--- src/rtl/iec_tx_pkg.sv ---
package iec_tx_pkg;
  typedef enum logic [1:0] {PRE_B = 2'd0, PRE_M = 2'd1, PRE_W = 2'd2} pre_e;

  // preamble states, first state in bit 7, for a previous level of 0
  function automatic logic [7:0] pre_pat(pre_e p);
    case (p)
      PRE_B:   return 8'b1110_1000;
      PRE_M:   return 8'b1110_0010;
      default: return 8'b1110_0100;
    endcase
  endfunction
endpackage

--- src/rtl/iec_frame_timer.sv ---
module iec_frame_timer #(
  parameter int CNT_W      = 8,
  parameter int BLK_FRAMES = 192,
  parameter int BLK_W      = 8
) (
  input  logic             clk_i,
  input  logic             rst_ni,
  output logic [CNT_W-1:0] cnt_o,
  output logic [BLK_W-1:0] blk_o
);
  localparam logic [BLK_W-1:0] BLK_LAST = BLK_W'(BLK_FRAMES - 1);

  always_ff @(posedge clk_i or negedge rst_ni) begin
    if (!rst_ni) begin
      cnt_o <= '0;
      blk_o <= '0;
    end else begin
      cnt_o <= cnt_o + 1'b1;
      if (&cnt_o) blk_o <= (blk_o == BLK_LAST) ? '0 : blk_o + 1'b1;
    end
  end
endmodule

--- src/rtl/iec_cs_gen.sv ---
module iec_cs_gen #(
  parameter int BLK_W = 8
) (
  input  logic [BLK_W-1:0] idx_i,
  input  logic             deemph_on_i,
  output logic             cs_o
);
  localparam logic [7:0] CATEGORY = 8'b0011_0001; // bit 8 in CATEGORY[7]

  int i;
  always_comb begin
    i    = int'(idx_i);
    cs_o = 1'b0;
    if (i == 2)                   cs_o = 1'b1;
    else if (i == 3 || i == 4)    cs_o = !deemph_on_i;
    else if (i >= 8 && i <= 15)   cs_o = CATEGORY[3'(15 - i)];
    else if (i == 24 || i == 25)  cs_o = 1'b1;
  end
endmodule

--- src/rtl/iec_bmc_line.sv ---
module iec_bmc_line
  import iec_tx_pkg::*;
#(
  parameter int CNT_W = 8
) (
  input  logic             clk_i,
  input  logic             rst_ni,
  input  logic [CNT_W-1:0] cnt_i,
  input  pre_e             pre_i,
  input  logic             data_i,
  output logic             line_o
);
  localparam int SLOT_W = CNT_W - 3;

  logic              half, is_pre, pol, nxt;
  logic [SLOT_W-1:0] slot;
  logic [2:0]        k;
  logic [7:0]        pat;
  logic              line_q, pol_q;

  assign half   = cnt_i[1];
  assign slot   = cnt_i[CNT_W-2:2];
  assign is_pre = (slot[SLOT_W-1:2] == '0);
  assign k      = {slot[1:0], half};
  assign pat    = pre_pat(pre_i);
  assign pol    = (k == 3'd0) ? line_q : pol_q;

  always_comb begin
    if (is_pre)    nxt = pat[~k] ^ pol;
    else if (half) nxt = line_q ^ data_i;
    else           nxt = ~line_q;
  end

  always_ff @(posedge clk_i or negedge rst_ni) begin
    if (!rst_ni) begin
      line_q <= 1'b0;
      pol_q  <= 1'b0;
    end else if (!cnt_i[0]) begin
      line_q <= nxt;
      if (is_pre && k == 3'd0) pol_q <= line_q;
    end
  end

  assign line_o = line_q;
endmodule

--- src/rtl/iec_tx.sv ---
module iec_tx
  import iec_tx_pkg::*;
#(
  parameter int SAMPLE_W   = 24,
  parameter int BLK_FRAMES = 192
) (
  input  logic                clk_i,
  input  logic                rst_ni,
  input  logic                strobe_i,
  input  logic [SAMPLE_W-1:0] left_i,
  input  logic [SAMPLE_W-1:0] right_i,
  input  logic                left_bad_i,
  input  logic                right_bad_i,
  input  logic                deemph_on_i,
  output logic                line_o
);
  localparam int SLOTS  = SAMPLE_W + 8;
  localparam int CNT_W  = $clog2(8 * SLOTS);
  localparam int SLOT_W = $clog2(SLOTS);
  localparam int BLK_W  = $clog2(BLK_FRAMES);

  logic [CNT_W-1:0]               cnt;
  logic [BLK_W-1:0]               blk;
  logic                           cs_bit, cs_q, sub, data_bit;
  logic [SLOT_W-1:0]              slot;
  logic [1:0][SAMPLE_W-1:0]       smp_in, hold_q, samp_q;
  logic [1:0]                     bad_in, hold_bad_q, bad_q;
  logic [1:0][SLOTS-1:0]          pay;
  pre_e                           pre;

  iec_frame_timer #(.CNT_W(CNT_W), .BLK_FRAMES(BLK_FRAMES), .BLK_W(BLK_W)) u_timer (
    .clk_i, .rst_ni, .cnt_o(cnt), .blk_o(blk)
  );

  iec_cs_gen #(.BLK_W(BLK_W)) u_cs (
    .idx_i(blk), .deemph_on_i, .cs_o(cs_bit)
  );

  assign smp_in = {right_i, left_i};
  assign bad_in = {right_bad_i, left_bad_i};

  always_ff @(posedge clk_i or negedge rst_ni) begin
    if (!rst_ni) begin
      hold_q     <= '0;
      hold_bad_q <= '0;
      samp_q     <= '0;
      bad_q      <= '0;
      cs_q       <= 1'b0;
    end else begin
      if (strobe_i) begin
        hold_q     <= smp_in;
        hold_bad_q <= bad_in;
      end
      if (cnt == '0) begin
        samp_q <= strobe_i ? smp_in : hold_q;   // fresh strobe wins at frame start
        bad_q  <= strobe_i ? bad_in : hold_bad_q;
        cs_q   <= cs_bit;
      end
    end
  end

  for (genvar ch = 0; ch < 2; ch++) begin : g_ch
    logic par;
    assign par     = ^{cs_q, bad_q[ch], samp_q[ch]};
    assign pay[ch] = {par, cs_q, 1'b0, bad_q[ch], samp_q[ch], 4'b0000};
  end

  assign sub      = cnt[CNT_W-1];
  assign slot     = cnt[CNT_W-2:2];
  assign data_bit = pay[sub][slot];
  assign pre      = sub ? PRE_W : ((blk == '0) ? PRE_B : PRE_M);

  iec_bmc_line #(.CNT_W(CNT_W)) u_line (
    .clk_i, .rst_ni, .cnt_i(cnt), .pre_i(pre), .data_i(data_bit), .line_o
  );
endmodule

--- config.mk ---
export PLATFORM = sky130hd
export DESIGN_NAME = iec_tx
export DESIGN_NICKNAME = d
export VERILOG_FILES = /design/src/rtl/iec_tx_pkg.sv /design/src/rtl/iec_frame_timer.sv /design/src/rtl/iec_cs_gen.sv /design/src/rtl/iec_bmc_line.sv /design/src/rtl/iec_tx.sv
export SDC_FILE = /design/constraint.sdc
export NUM_CORES = 1
export LEC_CHECK = 0
export BUFFER_PORTS_ARGS = -buffer_cell sky130_fd_sc_hd__buf_4
export CORE_UTILIZATION = 40
export DETAILED_ROUTE_END_ITERATION = 7
export GPL_TIMING_DRIVEN = 1
export PLACE_DENSITY = 0.59
export SYNTH_ARGS = -nofsm -noshare
export SYNTH_HDL_FRONTEND = slang
export SYNTH_SLANG_ARGS = --single-unit
--- constraint.sdc ---
create_clock -name clk_i -period 2.5 [get_ports clk_i]
set_input_delay 0.5 -clock clk_i [delete_from_list [all_inputs] [get_ports clk_i]]
set_output_delay 0.5 -clock clk_i [all_outputs]
set_load 0.05 [all_outputs]
==> impl_metrics.csv <==
group,metric,value,unit
global_route,grt_usage,17.0,%
final_layout,layout_common_cells,"119 x dfrtp_1, 101 x mux2_2, 66 x buf_4",
clock_tree,cts_buffers,17,
timing,worst_slew_pin_slew,625,ps
synthesis,async_flop_share,100,%
final_layout,regArea,2980,um2
global_route,met2_usage,26.4,%
status,status,"complete, no violations",
timing,tns,0,ps
global_route,grt-busiest-layer,"met2",
pwr,p_leak,3.04,nW
placed_design,post-dp-hpwl,8.08,mm
global_route,antenna_found_initial,0,
final_layout,multi_input_area,2690,um2
global_route,gr-usage-met1,22.0,%
final_layout,drive_gt1_share,40.9,%
clock_tree,htreeDepth,4,
final_layout,fill_cells,1243,
timing,min_period,2290,ps
clock_tree,clk_pin_slew,50,ps
synthesis,synth-warning-count,0,
global_route,grt_max_degree,51,
placed_design,dp.cells,662,
setup_path,arrival,2620,ps
timing,finalHoldViolCount,0,
timing,maxSlewHeadroom,58.3,%
detailed_routing,routed_via_density,5.14,
timing,final.setup_skew,6.84,ps
floorplanning,die_height,122,um
timing,min_period_over_period,91.6,%
synthesis,netlist_instances,437,
pwr,ir_worst_vdd,0.000477,V
floorplanning,core,14000,um2
synthesis,synth_cell_type_count,55,
detailed_routing,finalWirelength,11.3,mm
min_path,hold_path_class,"input pin to asynchronous set/reset pin",
timing,fmax,437,MHz
detailed_routing,drtIter0Drc,160,
placed_design,placed_cell_area,6470,um2
timing,setup_viol,0,
flow_run,drv_cap,0,
synthesis,synth_ff_type,"dfrtp_1",
setup_path,worst_setup_path_start_kind,"flip-flop",
pwr,p_per_area,744,nW/um2
detailed_routing,ant_nets,0,
clock_tree,clk_latency,410,ps
floorplanning,fp-row-count,43,
detailed_routing,wl_per_cell,16.4,um
detailed_routing,vias,3555,
detailed_routing,drc,0,
synthesis,syn_area_per_cell,13.3,um2
clock_tree,cts.sink_count,119,
placed_design,portBuffers,54,
final_layout,mostFrequentLayoutCell,"dfrtp_1",
clock_tree,cts.path.max_buffers,2,
synthesis,ys_ff_latch,119,
floorplanning,start_util,41.4,%
clock_tree,cts_hold_buf,0,
floorplanning,die-area,15000,um2
global_route,gr-usage-met3,5.90,%
final_layout,area_delta_synth_final,21.5,%
synthesis,ys_seq_area_share,51.4,%
final_layout,finalNetCount,561,
setup_path,cp-end-kind,"flip-flop",
clock_tree,cts_tree,"built",
global_route,grt_overflow,0,
synthesis,synth_edf_count,0,
clock_tree,root_buffer,"clkbuf_16",
global_route,grt_pass1_vias,3686,
setup_path,critical_path.max_fanout,4,
clock_tree,cts_setup_buffers,0,
setup_path,criticalPathCategory,"flip-flop to flip-flop",
timing,rsz0062_at_grt,"false",
detailed_routing,first_pass_iters,4,
timing,timing.final.max_slew_violations,0,
global_route,grt_pass1_wl,18.8,mm
final_layout,layout.cells.non_filler,691,
final_layout,fin_area,7040,um2
final_layout,antennaDiodeCount,0,
setup_path,crit_required,2830,ps
synthesis,synth_nets,497,
synthesis,synth_area,5800,um2
floorplanning,io_pins,55,
placed_design,gp_congestion,0.843,
floorplanning,die_x,122,um
## path summary, 6_finish.rpt
kind	startpoint	endpoint	slack, ps	cells after the start
max	u_timer.blk_o[0]$_DFFE_PN0P_	u_line.line_o$_DFFE_PN0N_	210	10
min	rst_ni	hold_q[13]$_DFF_PN0_	40	1
max reg2reg	u_timer.blk_o[0]$_DFFE_PN0P_	u_line.line_o$_DFFE_PN0N_	210	10
min reg2reg	hold_q[39]$_DFF_PN0_	hold_q[39]$_DFF_PN0_	490	1
max in group asynchronous	rst_ni	pay[5]$_DFFE_PN0N_	1840	2
min in group clk_i	right_i[15]	hold_q[39]$_DFF_PN0_	340	2
## metrics by stage
stage	hold WS, ps	power, mW	utilization, %	worst slack (ps)
2_1_floorplan	204	2.75	-	379
3_3_place_gp	478	2.97	46.3	265
3_5_place_dp	486	2.99	46.3	183
4_1_cts	40.9	5.31	50.3	167
5_1_grt	61.5	5.48	50.3	23.7
6_report	40.1	5.24	50.3	210
## sequential cells by signal (all words and copies together), names as in the netlist
register	count
bad_q	2
cs_q	1
hold_bad_q	2
hold_q	48
pay	48
u_line.line_o	1
u_line.pol_q	1
u_timer.blk_o	8
u_timer.cnt_o	8
## metal layers
| metal | share of wire (%) | vias up | wire (um) |
|---|---|---|---|
| met2 | 50 | 75 | 5610 |
| met1 | 45 | 1784 | 5130 |
| met5 | 0 | - | 0 |
| met3 | 3.9 | 9 | 439 |
| met4 | 1.1 | 0 | 123 |
| li1 | - | 1687 | - |
## cells in the mapped netlist (2+ instances only)
cell      number  area share [%]
a21oi_1        9            0.78
a22o_1         2            0.30
a22oi_1        4            0.52
and2_1         4            0.43
buf_1          8            0.52
clkbuf_1      13            0.84
dfrtp_1      119              51
ha_1           6             1.3
inv_1          8            0.52
mux2_1         2            0.39
mux2_2       101              20
mux2i_1       13             2.2
mux4_2         7             2.7
nand2_1       14            0.91
nand3_1        8            0.69
nand3b_1       2            0.26
nand4_1        6            0.65
nor2_1         6            0.39
nor2b_1        4            0.43
nor3_1         4            0.35
nor4_1         2            0.22
o211ai_1       2            0.26
o21ai_0        7            0.60
o22ai_1        2            0.22
o32ai_1        2            0.30
or3_1          2            0.22
xnor2_1       43             6.5
xnor2_2        2            0.56
xnor3_1        4             1.6
xor2_1         6            0.91
## timing repair
item                                   4_1_cts  5_1_grt
gates resized for setup                      0        1
endpoints found under the hold margin        0        0
setup endpoints to repair                    0        1
## critical path, cell delays in order (launching register included)
cell       delay (ps)
dfrtp_1           400
inv_1             110
ha_1              240
nor4b_2           170
a2111oi_0         410
a41oi_1            80
nand2_1           130
mux2i_1           200
o32ai_1           100
a22o_1            200
nor3_2            170
## power by group
part	internal (mW)	total (mW)	switching (mW)
clock network	1.50	2.29	0.784
registers	2.08	2.17	0.0921
logic	0.473	0.780	0.307
## final cells by class
class	instances	share of cell area (%)
clock buffers	26	7.38
flip-flops and latches	119	42.3
repair buffers	69	7.89
inverters	9	0.480
well taps	180	3.20
clock inverters	3	0.569
multi-input cells	285	38.2
## cell families (layout without fill, tap and decap cells)
logic type	count (synthesis)	count (layout)	synth area share (%)
AOI/OAI and AO/OA	42	42	4.99
xor gates and xnor gates	55	55	9.52
adders and majority gates	6	6	1.30
buffers and inverters	33	107	2.35
DFF	119	119	51.4
muxes	123	123	25.0
and+or+nand+nor	59	59	5.50
(Power assumes the default switching activity.)
